$ cat src/rtl/pq_pkg.sv
package pq_pkg;
  // strobes from control to datapath, valid for the current cycle
  typedef struct packed {
    logic flush;    // empty the store and load the fetch pointer
    logic wrFirst;  // write first incoming byte at the write pointer
    logic wrSecond; // write upper incoming byte after it
    logic pop;      // advance the read pointer
    logic adv1;     // fetch pointer += 1 (odd fetch)
    logic adv2;     // fetch pointer += 2 (even fetch)
  } pqStrobe_t;
endpackage

$ cat src/rtl/pq_ctrl.sv
module pq_ctrl
  import pq_pkg::*;
#(
  parameter int DEPTH = 6
) (
  input  logic      clk,
  input  logic      rstN,
  input  logic      flushValid,
  input  logic      memValid,
  input  logic      popReq,
  input  logic      fetchOdd,
  output pqStrobe_t strobe,
  output logic      memReq,
  output logic      popValid,
  output logic      selBypass
);
  localparam int CW = $clog2(DEPTH + 1);

  logic [CW-1:0] count;
  logic          pending;
  logic          stale;
  logic          accept, inTwo, emptyQ, bypassPop, popQ;
  logic [1:0]    nWr;

  assign accept    = memValid && !stale && !flushValid;
  assign inTwo     = accept && !fetchOdd;
  assign emptyQ    = (count == '0);
  assign bypassPop = emptyQ && accept && popReq;
  assign popQ      = !emptyQ && popReq && !flushValid;

  always_comb begin
    strobe          = '0;
    strobe.flush    = flushValid;
    strobe.wrFirst  = accept && !bypassPop;
    strobe.wrSecond = inTwo;
    strobe.pop      = popQ;
    strobe.adv1     = accept && fetchOdd;
    strobe.adv2     = inTwo;
  end

  assign nWr       = {1'b0, strobe.wrFirst} + {1'b0, strobe.wrSecond};
  assign popValid  = !flushValid && (!emptyQ || accept);
  assign selBypass = emptyQ;
  assign memReq    = !pending && !flushValid && (count <= CW'(DEPTH - 2));

  always_ff @(posedge clk or negedge rstN) begin
    if (!rstN) begin
      count   <= '0;
      pending <= 1'b0;
      stale   <= 1'b0;
    end else begin
      if (flushValid) count <= '0;
      else            count <= count + CW'(nWr) - CW'(popQ);

      if (memValid)    pending <= 1'b0;
      else if (memReq) pending <= 1'b1;

      if (flushValid)    stale <= pending && !memValid;
      else if (memValid) stale <= 1'b0;
    end
  end
endmodule

$ cat src/rtl/pq_datapath.sv
module pq_datapath
  import pq_pkg::*;
#(
  parameter int              DEPTH      = 6,
  parameter int              ADDR_W     = 20,
  parameter logic [ADDR_W-1:0] RESET_ADDR = '0
) (
  input  logic              clk,
  input  logic              rstN,
  input  pqStrobe_t         strobe,
  input  logic              selBypass,
  input  logic [ADDR_W-1:0] flushAddr,
  input  logic [15:0]       memData,
  output logic              fetchOdd,
  output logic [ADDR_W-1:0] memAddr,
  output logic [7:0]        popData
);
  localparam int PW = $clog2(DEPTH);

  function automatic logic [PW-1:0] wrapAdd(logic [PW-1:0] p, logic [1:0] n);
    logic [PW:0] s;
    s = (PW+1)'(p) + (PW+1)'(n);
    if (s >= (PW+1)'(DEPTH)) s = s - (PW+1)'(DEPTH);
    return s[PW-1:0];
  endfunction

  logic [ADDR_W-1:0] fetchPtr;
  logic [PW-1:0]     rdPtr, wrPtr, secIdx;
  logic [7:0]        store [DEPTH];
  logic [7:0]        byte0, byte1;
  logic [1:0]        nWr;

  assign fetchOdd = fetchPtr[0];
  assign memAddr  = {fetchPtr[ADDR_W-1:1], 1'b0};
  assign byte0    = fetchOdd ? memData[15:8] : memData[7:0];
  assign byte1    = memData[15:8];
  assign secIdx   = strobe.wrFirst ? wrapAdd(wrPtr, 2'd1) : wrPtr;
  assign nWr      = {1'b0, strobe.wrFirst} + {1'b0, strobe.wrSecond};
  assign popData  = selBypass ? byte0 : store[rdPtr];

  for (genvar i = 0; i < DEPTH; i++) begin : g_slot
    always_ff @(posedge clk) begin
      if (strobe.wrFirst && wrPtr == PW'(i))        store[i] <= byte0;
      else if (strobe.wrSecond && secIdx == PW'(i)) store[i] <= byte1;
    end
  end

  always_ff @(posedge clk or negedge rstN) begin
    if (!rstN) begin
      fetchPtr <= RESET_ADDR;
      rdPtr    <= '0;
      wrPtr    <= '0;
    end else if (strobe.flush) begin
      fetchPtr <= flushAddr;
      rdPtr    <= '0;
      wrPtr    <= '0;
    end else begin
      if (strobe.adv2)      fetchPtr <= fetchPtr + ADDR_W'(2);
      else if (strobe.adv1) fetchPtr <= fetchPtr + ADDR_W'(1);
      wrPtr <= wrapAdd(wrPtr, nWr);
      if (strobe.pop) rdPtr <= wrapAdd(rdPtr, 2'd1);
    end
  end
endmodule

$ cat src/rtl/prefetch_queue.sv
module prefetch_queue
  import pq_pkg::*;
#(
  parameter int                DEPTH      = 6,
  parameter int                ADDR_W     = 20,
  parameter logic [ADDR_W-1:0] RESET_ADDR = '0
) (
  input  logic              clk,
  input  logic              rstN,
  input  logic              flushValid,
  input  logic [ADDR_W-1:0] flushAddr,
  output logic              memReq,
  output logic [ADDR_W-1:0] memAddr,
  input  logic              memValid,
  input  logic [15:0]       memData,
  input  logic              popReq,
  output logic              popValid,
  output logic [7:0]        popData
);
  pqStrobe_t strobe;
  logic      fetchOdd;
  logic      selBypass;

  pq_ctrl #(.DEPTH(DEPTH)) u_ctrl (
    .clk(clk), .rstN(rstN), .flushValid(flushValid), .memValid(memValid),
    .popReq(popReq), .fetchOdd(fetchOdd), .strobe(strobe), .memReq(memReq),
    .popValid(popValid), .selBypass(selBypass)
  );

  pq_datapath #(.DEPTH(DEPTH), .ADDR_W(ADDR_W), .RESET_ADDR(RESET_ADDR)) u_dp (
    .clk(clk), .rstN(rstN), .strobe(strobe), .selBypass(selBypass),
    .flushAddr(flushAddr), .memData(memData), .fetchOdd(fetchOdd),
    .memAddr(memAddr), .popData(popData)
  );
endmodule

$ cat config.mk
export PLATFORM = sky130hd
export DESIGN_NAME = prefetch_queue
export DESIGN_NICKNAME = d
export VERILOG_FILES = /design/src/rtl/pq_pkg.sv /design/src/rtl/pq_ctrl.sv /design/src/rtl/pq_datapath.sv /design/src/rtl/prefetch_queue.sv
export SDC_FILE = /design/constraint.sdc
export NUM_CORES = 1
export LEC_CHECK = 0
export ABC_AREA = 1
export BUFFER_PORTS_ARGS = -buffer_cell sky130_fd_sc_hd__buf_2
export CORE_MARGIN = 8
export CORE_UTILIZATION = 45
export CTS_BUF_LIST = sky130_fd_sc_hd__clkbuf_8
export DETAILED_ROUTE_END_ITERATION = 10
export PLACE_DENSITY = 0.66
export SYNTH_ARGS = -nofsm -noshare
export SYNTH_HDL_FRONTEND = slang
export SYNTH_SLANG_ARGS = --single-unit
$ cat constraint.sdc
create_clock -name clk -period 3.9 [get_ports clk]
set_input_delay 0.39 -clock clk [delete_from_list [all_inputs] [get_ports clk]]
set_output_delay 0.39 -clock clk [all_outputs]
set_load 0.05 [all_outputs]
; ---- Yosys cells after proc, flatten, opt, wreduce, memory -nomap -nowiden
; Memory sizes are Yosys's and may differ from the RTL's.
; Cells that the tools add are included.
[totals]
register_bits = 31
ramBits = 48
inputBits = 41
out_inout_bits = 30
elab_cells = 147
memories = 1
[op_classes]
n_addsub = 11
order_cmp = 4
eq_ne = 10
n_mux = 65
n_bitwise = 6
reduce_logical = 44
[mem_list]
columns = memory, words, width, rd, rd_ports_with_merged_regs, write_ports, line
row1 = u_dp.store, 6, 8, 1, 0, 2, pq_datapath.sv:29  ; logic [7:0] store [DEPTH];
[op_table]
columns = operator, n
row1 = 8-bit two-way mux, 12
row2 = 20-bit two-way mux, 3
row3 = 1-bit two-way mux, 38
row4 = 3-bit two-way mux, 12
row5 = 8-bit OR reduction, 4
row6 = 1-bit logical AND, 25
row7 = 20-bit by 1-bit adder with 20-bit output (second input constant), 1
row8 = 20-bit by 2-bit adder with 20-bit output (second input constant), 1
row9 = 3-bit by 2-bit equality test with 1-bit output (second input constant), 4
row10 = 3-bit equality test (second input constant), 4
row11 = 4-bit by 3-bit >= comparator with 1-bit output (second input constant), 3
row12 = 3-bit zero test, 3
row13 = 3-bit subtractor (second input constant), 3
row14 = 3-bit by 1-bit adder with 4-bit output (second input constant), 2
row15 = 1-bit zero test, 7
row16 = 3-bit by 1-bit equality test with 1-bit output (second input constant), 2
row17 = 1-bit bitwise OR, 6
row18 = 2-bit nonzero test, 3
row19 = 3-bit by 2-bit adder with 4-bit output, 1
row20 = 3-bit by 2-bit adder with 3-bit output, 1
row21 = 3-bit less-or-equal comparator (second input constant), 1
row22 = 3-bit nonzero test, 1
row23 = 3-bit by 1-bit subtractor with 3-bit output, 1
row24 = 1-bit by 1-bit adder with 2-bit output, 1
row25 = 1-bit logical OR, 1

; ---- Depth between registers and ports, before layout
; Gate-level depths: netlist of the first run.
[depth]
ltp_word = 17
ltp_mapped = 15
mapped_depth_nobuf = 14

; ---- Cells and area by module
; From an unflattened synthesis of the first run, not the netlist that was laid out.
[hier_totals]
cells_unflattened = 688
area_unflattened_um2 = 5353.9
[modules_own_cells]
columns = module, n_inst, cells_per_inst, area_per_inst_um2, seq_area_each_um2
row1 = pq_datapath, 1, 638, 4977.3, 2092.0
row2 = pq_ctrl, 1, 50, 376.6, 125.1

; ---- Least setup slack after synthesis of the first run
; No wires, ideal clock.
[synth_timing]
kind = register -> register
startpoint = register u_dp.wrPtr[0]
endpoint = memory u_dp.store[0][0] (enable)
setup_ns = 0.384
t_arrival_ns = 2.169
t_required_ns = 3.516
slack_ns = 1.347
stages_incl_launch_ff = 12
path_buffers = 0
period_less_slack_ns = 2.553
cell_sequence = dfrtp_1 -> ha_1 -> ha_1 -> inv_1 -> nand2_1 -> nand2_1 -> nand2_1 -> nand2_1 -> nand2_2 -> nand2_4 -> nand2_4 -> o21ai_0
[synth_lines]
columns = element, line
row1 = from (decl), pq_datapath.sv:28  ; logic [PW-1:0] rdPtr, wrPtr, secIdx;
row2 = from (signal assigned), pq_datapath.sv:60  ; wrPtr <= wrapAdd(wrPtr, nWr);
row3 = to (decl), pq_datapath.sv:29

; ---- Worst setup path after layout of the first run
[layout_timing]
startpoint = register u_dp.rdPtr[1]
endpoint = output popData[1]
[layout_via]
elab_chain_len = 2
[layout_lines]
columns = element, line
row1 = from (decl), pq_datapath.sv:28
row2 = from (signal assigned), pq_datapath.sv:61  ; if (strobe.pop) rdPtr <= wrapAdd(rdPtr, 2'd1);
row3 = memory 6 x 8 bit, n/a
row4 = 8-bit two-way mux, pq_datapath.sv:39  ; assign popData = selBypass ? byte0 : store[rdPtr];
row5 = to (decl), prefetch_queue.sv:18  ; output logic [7:0] popData
; Every way passes these cells.

==> metrics list, run 1 <==
- In the layout the commonest cells are 233 x sky130_fd_sc_hd__nand2_1, 73 x sky130_fd_sc_hd__nor2_1, 69 x sky130_fd_sc_hd__buf_2.
* Final Non-Filler Cells: approximately 920
* Wire length of the first global-routing pass: between 20000 and 30000 µm
- Number of antenna-violating nets in the routed design: 0
- Crit path to: popData[1]
- The flow ran to the end, and the final reports show no timing, DRC or antenna violations.
- Setup repair after global routing left no endpoint under its margin.
- Fin. Hold Viols: 0
- Of the total power, the share spent switching nets is 0.4586.
- After detailed routing, the average wire length per cell comes to about 17 µm.
- Type of origin of the critical path: flop
* Mean instance size in the synthesized netlist: around 7.7 µm²
- Post-route standard cell area excluding fillers: just over 0.006 mm²
- Cells on worst reg2reg path: 13
* Clock network power share: 0.230
* Largest fanout on the critical path: 19
- Most area-consuming cells after synthesis: sky130_fd_sc_hd__edfxtp_1 27%, sky130_fd_sc_hd__nand2_1 16%, sky130_fd_sc_hd__dfrtp_1 14%, sky130_fd_sc_hd__nand3_1 6.3%, sky130_fd_sc_hd__nor2_1 5.1%
* Capture point of the worst reg-to-reg path: u_dp.wrPtr[2]
- Series of cell instances along the critical path: clkinv_1 -> nor2_1 -> o22ai_1 -> nand2_1 -> a31oi_1 -> buf_2
- For this run, the slowest stage of the critical path takes between 0.6 and 0.7 ns.
- Counting flops with an async set or reset pin after synthesis yields a share of 0.3924.
- RD Place Congestion: ~0.90
- Fraction of the cycle the final worst path needs: 0.7449
- Worst relative slew slack: 0.4871
- For this configuration, the core starts out at a cell density of 0.4538.
* Number of buffers added by the clock tree synthesis step: 9
- Compared with the post-synthesis result, the final layout area differs by 13.47%.
- Number of rows created at floorplan: 40
- Worst slew pin tran: approximately 0.77 ns
- No sink is reached through more buffers than the 2 on the longest clock path.
* Cell-internal power: between 1500 and 2000 µW
* Total stage count of the critical path: 6
* Beginning of the worst register-to-register path: u_ctrl.count[0]
- Counting tap cells, the placed design contains a total of 900 instances.
- Clk_lat worst skew: roughly 0.37 ns
- In this run, post-CTS repair resized a total of 0 instances.
* Fraction of synthesized cell area taken by the top area cell type: 0.2689
* Post-CTS clock slew at the launch and capture registers of the worst setup and hold paths: 0.08 ns
- Seq cells post-synth: around 80
- Via count normalized by instance count: 5.627
- Initial antenna violation count: 0
- The number of global-route vias before repair came to around 5100.
* Sequential fraction of the synthesis area: 0.4136
* Utilization after layout: 0.5149
* Die Footprint: between 0.015 and 0.02 mm²
- The share of total power dissipated in combinational logic is 0.442.
- After technology mapping, the gate count stands at between 600 and 700.
- Die W: 125.1 µm
- Pin count of the biggest net entering global routing: 32
- Number of sinks handled by clock tree synthesis: 79
* Cell variety after synth: 40
* Root buffer selected by CTS: sky130_fd_sc_hd__clkbuf_8
- In this run the cell area of the synthesized design comes to 0.005360 mm².
- sky130_fd_sc_hd__edfxtp_1 takes more of the synthesized area than any other cell.
- Number of warnings issued by yosys: 0
- The synthesized design contains 48 enable-type register cells.
* Launching element of the worst setup path: u_dp.rdPtr[1]
- Total inserted antenna cells: 0
- Worst path top cell family by delay: buffers and inverters
- Post-CTS repair timing setup buffer count: 0
* Slew Viols, Final: 0
- Most common cell after layout, fill and taps aside: sky130_fd_sc_hd__nand2_1
* Setup Total Neg Slack: 0 ns
- Vias after detailed routing: 5154
- Core outline area: around 0.012 mm²
- Post-route minimum period: 2.905 ns
- Net Switching: roughly 1500 µW
* Power share of the sequential group: 0.327
- The pre-antenna-repair detailed-routing pass consisted of 6 iterations.
- Number of maximum-capacitance constraint violations: 0
- Count of unresolved DRC violations after routing: 0
- Total nets after synthesis: about 760
- In this run the worst hold path is classified as input pin to async pin.
- In this run the static leakage power is around 0.0028 µW.
* Share of cells above drive strength 1: 0.1638
- Arrival time of data at the critical path endpoint: between 2 and 3 ns
- Max Fclk: approximately 0.34 GHz
- CTS Hold Buffers Added: 0
- The critical path contains buffers and inverters numbering 2 combined.
- about 70 I/O pins were placed.
* Endpoint type of the worst setup path: primary output
* Register-to-register path setup slack: between 1 and 1.5 ns
* Critical-path cell with the highest stage delay: sky130_fd_sc_hd__dfrtp_1
* Global routing usage summed across all routing layers: 0.2039
* Clock tree from TritonCTS: done
- H-tree Lvls: 3
- The count of buffers added on input and output ports is between 60 and 70.
* Worst Path Required: between 3 and 4 ns
- Measured along the y axis, the die boundary spans between 100 and 150 µm.
- Type of the setup path with the least slack: flop to primary output
* Post-route setup slack: approximately 0.99 ns
- HPWL after DPL: between 10000 and 15000 µm
* Pre-CTS worst setup slack: 0.7465 ns
- Summed over all layers, the routed wires come to around 16000 µm.
- Flip-flop cell with the highest count after synthesis: sky130_fd_sc_hd__edfxtp_1
- Iteration-0 DRC count of the detailed router: 506
- Final net count: between 800 and 900
* Peak supply drop: 267.3 µV
* Placement Cell Area: ~0.0058 mm²
* Final-report setup violation count: 0
- Clock skew on the completed layout was measured at 0.01209 ns.
- Grt total ovfl: 0
* Pwr dens: 535.7 mW/mm²
==> registers in the layout, indices dropped and copies added (netlist names) <==
| register | flops |
|---|---|
| u_ctrl.count | 3 |
| u_dp.rdPtr | 3 |
| u_dp.fetchPtr | 20 |
| u_dp.store | 48 |
| u_dp.wrPtr | 3 |
| u_ctrl.pending | 1 |
| u_ctrl.stale | 1 |
==> worst register-to-register path, delay by kind of cell, from the launching register on <==
kind | cells | cell delay, ns
simple gates | 4 | 0.53
flops | 1 | 0.40
compound gates | 3 | 0.47
xor+xnor | 1 | 0.25
fa+ha+maj | 3 | 0.85
buf+inv | 2 | 0.14
==> cells in the mapped netlist, types with 4 or more instances <==
cell	instances
sky130_fd_sc_hd__nand4_1	20
sky130_fd_sc_hd__clkbuf_1	11
sky130_fd_sc_hd__buf_2	5
sky130_fd_sc_hd__nand2_2	5
sky130_fd_sc_hd__nand3_1	67
sky130_fd_sc_hd__xor2_1	8
sky130_fd_sc_hd__clkinv_1	4
sky130_fd_sc_hd__a31oi_1	9
sky130_fd_sc_hd__nor2_8	7
sky130_fd_sc_hd__o21ai_0	51
sky130_fd_sc_hd__dfrtp_1	31
sky130_fd_sc_hd__o211ai_1	7
sky130_fd_sc_hd__nand2_1	233
sky130_fd_sc_hd__inv_1	43
sky130_fd_sc_hd__ha_1	15
sky130_fd_sc_hd__edfxtp_1	48
sky130_fd_sc_hd__o22ai_1	10
sky130_fd_sc_hd__a21oi_1	10
sky130_fd_sc_hd__nand2_4	11
sky130_fd_sc_hd__nor2_1	73
==> power by group through the flow <==
stage / registers [µW] / clock network [µW] / logic [µW]
2_1_floorplan: 1150 / 0 / 988
4_1_cts: 1070 / 756 / 1440
3_3_place_gp: 1080 / 0 / 1410
6_report: 1070 / 750 / 1440
3_5_place_dp: 1080 / 0 / 1440
5_1_grt: 1080 / 789 / 1560
==> cell type report <==
| cell class | count | area (µm²) |
|---|---|---|
| Clock inverter | 7 | 112.6 |
| Multi-Input combinational cell | 549 | 2861 |
| Sequential cell | 79 | 2217 |
| Fill cell | 1157 | 5729 |
| Clock buffer | 9 | 123.9 |
| Timing Repair Buffer | 75 | 390.4 |
| Inverter | 50 | 192.7 |
| Tap cell | 147 | 183.9 |
==> cell families after synthesis <==
kind of cell,share of synthesized area
xor+xnor,0.01634
buf+inv,0.05252
compound gates,0.09827
other cells,0.0006996
simple gates,0.3760
flops,0.4136
fa+ha+maj,0.04248
==> stage by stage <==
stage / power, µW / hold slack (ns)
2_1_floorplan: 2138 / 0.09441
3_3_place_gp: 2486 / 0.5015
3_5_place_dp: 2521 / 0.5035
4_1_cts: 3262 / 0.1105
5_1_grt: 3431 / 0.1443
6_report: 3258 / 0.08081
==> routing by layer <==
metal	routed length (µm)	global-route usage	vias to the layer above
met4	484	0.1125	0
met1	6467	0.2354	2412
li1	-	-	2474
met5	0	0	-
met3	1118	0.03740	40
met2	7863	0.3512	228
==> worst min path at each step <==
| stage | cells past startpoint | slack, ns | end |
|---|---|---|---|
| after floorplan | 0 | 0.09 | u_ctrl.count[0] |
| after global placement | 1 | 0.50 | u_dp.rdPtr[1] |
| after detailed placement | 1 | 0.50 | u_ctrl.pending |
| after CTS | 1 | 0.11 | u_dp.fetchPtr[9] |
| after global routing | 1 | 0.14 | u_dp.rdPtr[1] |
| final | 1 | 0.08 | u_dp.rdPtr[1] |
No activity file was read; power rests on OpenSTA's default activity.
==> inputs of run 2 (changes only) <==
--- a/config.mk
+++ b/config.mk
@@ -5,7 +5,7 @@
 export SDC_FILE = /design/constraint.sdc
 export NUM_CORES = 1
 export LEC_CHECK = 0
-export ABC_AREA = 1
+export ABC_AREA = 0
 export BUFFER_PORTS_ARGS = -buffer_cell sky130_fd_sc_hd__buf_2
 export CORE_MARGIN = 8
 export CORE_UTILIZATION = 45
==> constraint.sdc (replaced) <==
create_clock -name clk -period 2.93 [get_ports clk]
set_input_delay 0.293 -clock clk [delete_from_list [all_inputs] [get_ports clk]]
set_output_delay 0.293 -clock clk [all_outputs]
set_load 0.05 [all_outputs]
==> metrics list, run 2 <==
- The flow ran to the end, and the final reports show no timing, DRC or antenna violations.
- The logic gate share of total power is 0.429 (-0.013).
- Crit path to: u_dp.store[4][5]
- Top reg by flops: u_dp.store
* Net Switching: 1586 µW (+6.2%)
* Number of buffers added on ports: 69 (unchanged)
* Hold Path Depth: 3
* Cell variety after synth: 54 (+35%)
* Worst relative slew slack: 0.4587 (-0.02841)
* Capture point of the worst reg-to-reg path: u_dp.store[4][5]
- Cell-internal power: 2329 µW (+32%)
- The share of layout cells above drive strength 1 came to 0.3464 (+0.1826).
- Area occupied by multi-input gates: 0.002516 mm² (-12%)
- The path length in cells of the critical path is 9 (+3).
- Top flop regs: u_dp.store: 48 flops, u_dp.fetchPtr: 20 flops
- The total buffers and inverters traversed by the critical path is 1 (-1).
* Most common cell after layout, fill and taps aside: sky130_fd_sc_hd__buf_2
- The clock slew seen by the registers of the worst setup and hold paths was 0.09 ns (about the same).
- The maximum number of pins on one net before global-route repair is 45 (+41%).
* Total nets after synthesis: 497 (-34%)
- The switching power as a share of total power is 0.4052 (-0.05340).
- Setup Total Neg Slack: 0 ns (unchanged)
* Maximum count of clock buffers along a single path: 2 (unchanged)
- Slew Viols, Final: 0 (unchanged)
- The transition time at the pin with the least slew margin is 0.8035 ns (+0.03412 ns).
- The slowest stage of the critical path is the sky130_fd_sc_hd__dfrtp_1 cell.
- From synthesis to final layout, the design area changed by 18.23%.
* Post-route standard cell area excluding fillers: 0.005720 mm² (-5.9%)
- The antenna diode count came to 0 (unchanged).
- The per-cell via count in the routed design is 5.464 (-2.9%).
- Number of warnings issued by yosys: 0 (unchanged)
* Post-DR wirelength/cell: 16.98 µm (-2.4%)
- Die Footprint: 0.01433 mm² (-8.5%)
- The flip-flop count of the largest register, all copies and words added came to 48 (unchanged).
* Seq cells post-synth: 79 (unchanged)
- In the finished design, the share of the clock period the worst path needs comes to 0.9425.
* Cells on worst reg2reg path: 9 (-4)
- Filler cell count: 970 (-16%)
* Root buffer selected by CTS: sky130_fd_sc_hd__clkbuf_8
* Endpoint type of the worst setup path: flop
* Number of antenna-violating nets in the routed design: 0 (unchanged)
- Leaving out fill and tap cells, the most frequent cells in the layout are 69 x sky130_fd_sc_hd__buf_2, 49 x sky130_fd_sc_hd__mux2_2, 48 x sky130_fd_sc_hd__edfxtp_1.
- Yosys top cell by area: sky130_fd_sc_hd__edfxtp_1
- The worst-path maximum fanout came to 5 (-14).
- Synthesized-area fraction occupied by ao, oa, aoi and oai cells: 0.1055 (+0.007236)
* Max incr delay on CP: 0.43 ns (-0.22 ns)
- The number of global-route vias before repair is 3851 (-25%).
- Peak supply drop: 500.4 µV (+87%)
- By area, the combinational part of the netlist is dominated by multiplexers.
- The xor and xnor area share after synthesis came to 0.03801 (+0.02167).
- The initial core utilization is 0.4543 (+0.0004862).
- Leading cell types by count after synthesis: 49 x sky130_fd_sc_hd__mux2_2, 48 x sky130_fd_sc_hd__edfxtp_1, 46 x sky130_fd_sc_hd__nand2_1
- The detailed-route wire length came to 11450 µm (-28%).
- The initial antenna violation count was 0 (unchanged).
- The layout net count came to 587 (-29%).
- The horizontal die dimension was 119.7 µm (-4.4%).
* I/O pin count: 71 (unchanged)
- Pwr dens: 684.4 mW/mm² (+28%)
- The portion of the post-synthesis area used by sequential elements is 0.4582 (+0.04460).
- Area share of fa/ha/maj cells after synthesis: 0.04706 (+0.004581)
* Worst Path Required: 3.00 ns (-0.51 ns)
* Beginning of the worst register-to-register path: u_dp.wrPtr[0]
- The CTS buffer count is 9 (unchanged).
- For this run, the top clock speed supported by timing is about 0.36 GHz.
- By instance count, the leading cell after synthesis is sky130_fd_sc_hd__mux2_2.
- Wire length of the first global-routing pass: 19150 µm (-25%)
- Series of cell instances along the critical path: ha_1 -> ha_1 -> nor2b_1 -> or3_1 -> a211oi_1 -> o21a_1 -> mux2_2 -> o2bb2ai_1 -> buf_4
- Type of origin of the critical path: flop
- Ranked by total cell area, the synthesized netlist is headed by sky130_fd_sc_hd__edfxtp_1 30%, sky130_fd_sc_hd__dfrtp_1 16%, sky130_fd_sc_hd__mux2_2 11%, sky130_fd_sc_hd__ha_1 3.9%, sky130_fd_sc_hd__mux2i_1 3.7%.
* Clk_lat worst skew: 0.36 ns (about the same)
- Power share of the sequential group: 0.355 (+0.028)
* Type of the setup path with the least slack: flop to flop
- The number of enable-type register cells in the synthesized netlist came to 48 (unchanged).
- The max-capacitance violation count came to 0 (unchanged).
- The number of placement rows came to 38 (-5.0%).
* Setup repair after global routing missed its margin: false
- The number of endpoints with negative hold slack in the final report was 0 (unchanged).
- The global-route congestion overflow total came to 0 (unchanged).
* Number of sinks handled by clock tree synthesis: 79 (unchanged)
* Largest clock skew in the final design: 0.01008 ns (-0.002011 ns)
- Count of unresolved DRC violations after routing: 0 (unchanged)
- Static leakage: 0.002275 µW (-20%)
- Vias after detailed routing: 3683 (-29%)
* Hold crit path type: input pin to flop
- The total track usage came to 0.1658 (-0.03805).
- Mean instance size in the synthesized netlist: 11.02 µm² (+43%)
- Proportion of synthesized area in mux cells: 0.1885 (+0.1885)
- Core outline area: 0.01065 mm² (-9.8%)
- The number of iterations in the first detailed-routing pass was 4 (-2).
- The kind of cell with the highest combined delay along the critical path is compound AO/OA/AOI/OAI gates.
- The cell that appears most often on the critical path is sky130_fd_sc_hd__ha_1.
- Share of flip-flops with an asynchronous set or reset: 0.3924 (unchanged)
- HPWL after DPL: 8297 µm (-29%)
* Total area of sequential cells: 0.002217 mm² (unchanged)
- Fraction of synthesized cell area taken by the top area cell type: 0.2979 (+0.02900)
- The worst endpoint data arrival time was 2.84 ns (+0.32 ns).
- Tracing the worst setup path back leads to its startpoint at u_dp.wrPtr[0].
- The H-tree depth reported by CTS came to 3 (unchanged).
- The area of placed instances is 0.005474 mm² (-6.4%).
- Iteration-0 DRC count of the detailed router: 274 (-46%)
- The register-to-register setup slack was 0.17 ns (-1.00 ns).
* Flip-flop cell with the highest count after synthesis: sky130_fd_sc_hd__edfxtp_1
* Clock network power share: 0.216 (-0.014)
* Clock tree from TritonCTS: done
- The total setup violations reported at the end of the flow is 0 (unchanged).
- RD Place Congestion: 0.9012 (-0.38%)
- Post-route minimum period: between 2 and 3 ns
- Height of the chip: 119.7 µm (-4.4%)
- Number of instances in the synthesized netlist: 439 (-37%)
- The total standard cell area after synthesis came to 0.004838 mm² (-9.7%).
- The share of synthesized cell area in and, or, nand and nor gates came to 0.1360 (-0.2400).
run 2: cell types whose count changed in the layout (fill, tap and decap cells not counted), moves of 10 or more:
cell | before | now
sky130_fd_sc_hd__nand2_1 | 233 | 46
sky130_fd_sc_hd__a21oi_1 | 10 | 23
sky130_fd_sc_hd__mux2i_1 | 0 | 18
sky130_fd_sc_hd__buf_4 | 6 | 26
sky130_fd_sc_hd__inv_1 | 44 | 14
sky130_fd_sc_hd__nand4_1 | 20 | 3
sky130_fd_sc_hd__o21ai_0 | 51 | 28
sky130_fd_sc_hd__nand3_1 | 67 | 17
sky130_fd_sc_hd__nor2_1 | 73 | 33
sky130_fd_sc_hd__mux2_2 | 0 | 49
sky130_fd_sc_hd__nand2_4 | 11 | 1
run 2: power by group through the flow:
stage | Clock [µW] | Sequential [µW] | Combinational, µW
2_1_floorplan | 0 | 1480 | 1170
3_3_place_gp | 0 | 1410 | 1640
3_5_place_dp | 0 | 1410 | 1670
4_1_cts | 868 | 1390 | 1670
5_1_grt | 915 | 1400 | 1830
6_report | 846 | 1390 | 1680
run 2: how the worst min path moves through the flow:
stage                  startpoint                 to  slack [ns]
finish              flushAddr[18]  u_dp.fetchPtr[18]        0.14
global route        flushAddr[18]  u_dp.fetchPtr[18]        0.14
CTS                 flushAddr[18]  u_dp.fetchPtr[18]        0.12
detailed placement           rstN  u_dp.fetchPtr[15]        0.39
global placement             rstN  u_dp.fetchPtr[15]        0.39
floorplan                    rstN    u_ctrl.count[0]      -0.003
run 2: area by class of cell:
class | count | share of cell area
clock inverters | 6 | 0.01203
clock buffers | 10 | 0.02406
multi-input cells | 329 | 0.4399
repair buffers | 96 | 0.09624
well taps | 140 | 0.03062
inverters | 14 | 0.009624
flip-flops and latches | 79 | 0.3876
run 2: tightest hold or removal path, stage by stage:
cell and delay, ns:
sky130_fd_sc_hd__buf_2 0.07, sky130_fd_sc_hd__nand2_1 0.04, sky130_fd_sc_hd__o21ai_0 0.05
run 2: logic make-up after synthesis:
group | after synthesis
AND/OR/NAND/NOR | 137
flip-flops | 79
AO/OA/AOI/OAI | 78
multiplexers | 75
buffers and inverters | 31
XOR/XNOR | 21
adder cells (fa/ha/maj) | 17
other | 1
run 2: what timing repair did:
item,CTS,global route
setup buffers,0,2
endpoints found under the hold margin,21,0
hold buffers,1,0
resized for setup,0,3
setup endpoints to repair,0,26
run 2: per-layer routing:
| layer | wire length [µm] | global-route usage | up-vias | part of all wire |
|---|---|---|---|---|
| li1 | - | - | 1787 | - |
| met1 | 5109 | 0.2116 | 1792 | 0.45 |
| met2 | 5661 | 0.2756 | 92 | 0.49 |
| met3 | 541 | 0.03382 | 12 | 0.047 |
| met4 | 134 | 0.05543 | 0 | 0.012 |
| met5 | 0 | 0 | - | 0 |
run 2: per-stage QoR:
step | instances | hold slack [ns] | power [µW] | setup WS [ns] | util
floorplan | 439 | -0.002591 | 2648 | 0.1982 | -
global placement | 655 | 0.3858 | 3048 | 0.1248 | 0.5140
detailed placement | 655 | 0.3873 | 3077 | 0.07138 | 0.5140
CTS | 672 | 0.1206 | 3930 | 0.02371 | 0.5343
global route | 674 | 0.1360 | 4149 | 0.03247 | 0.5371
finish | 674 | 0.1350 | 3915 | 0.1686 | 0.5371
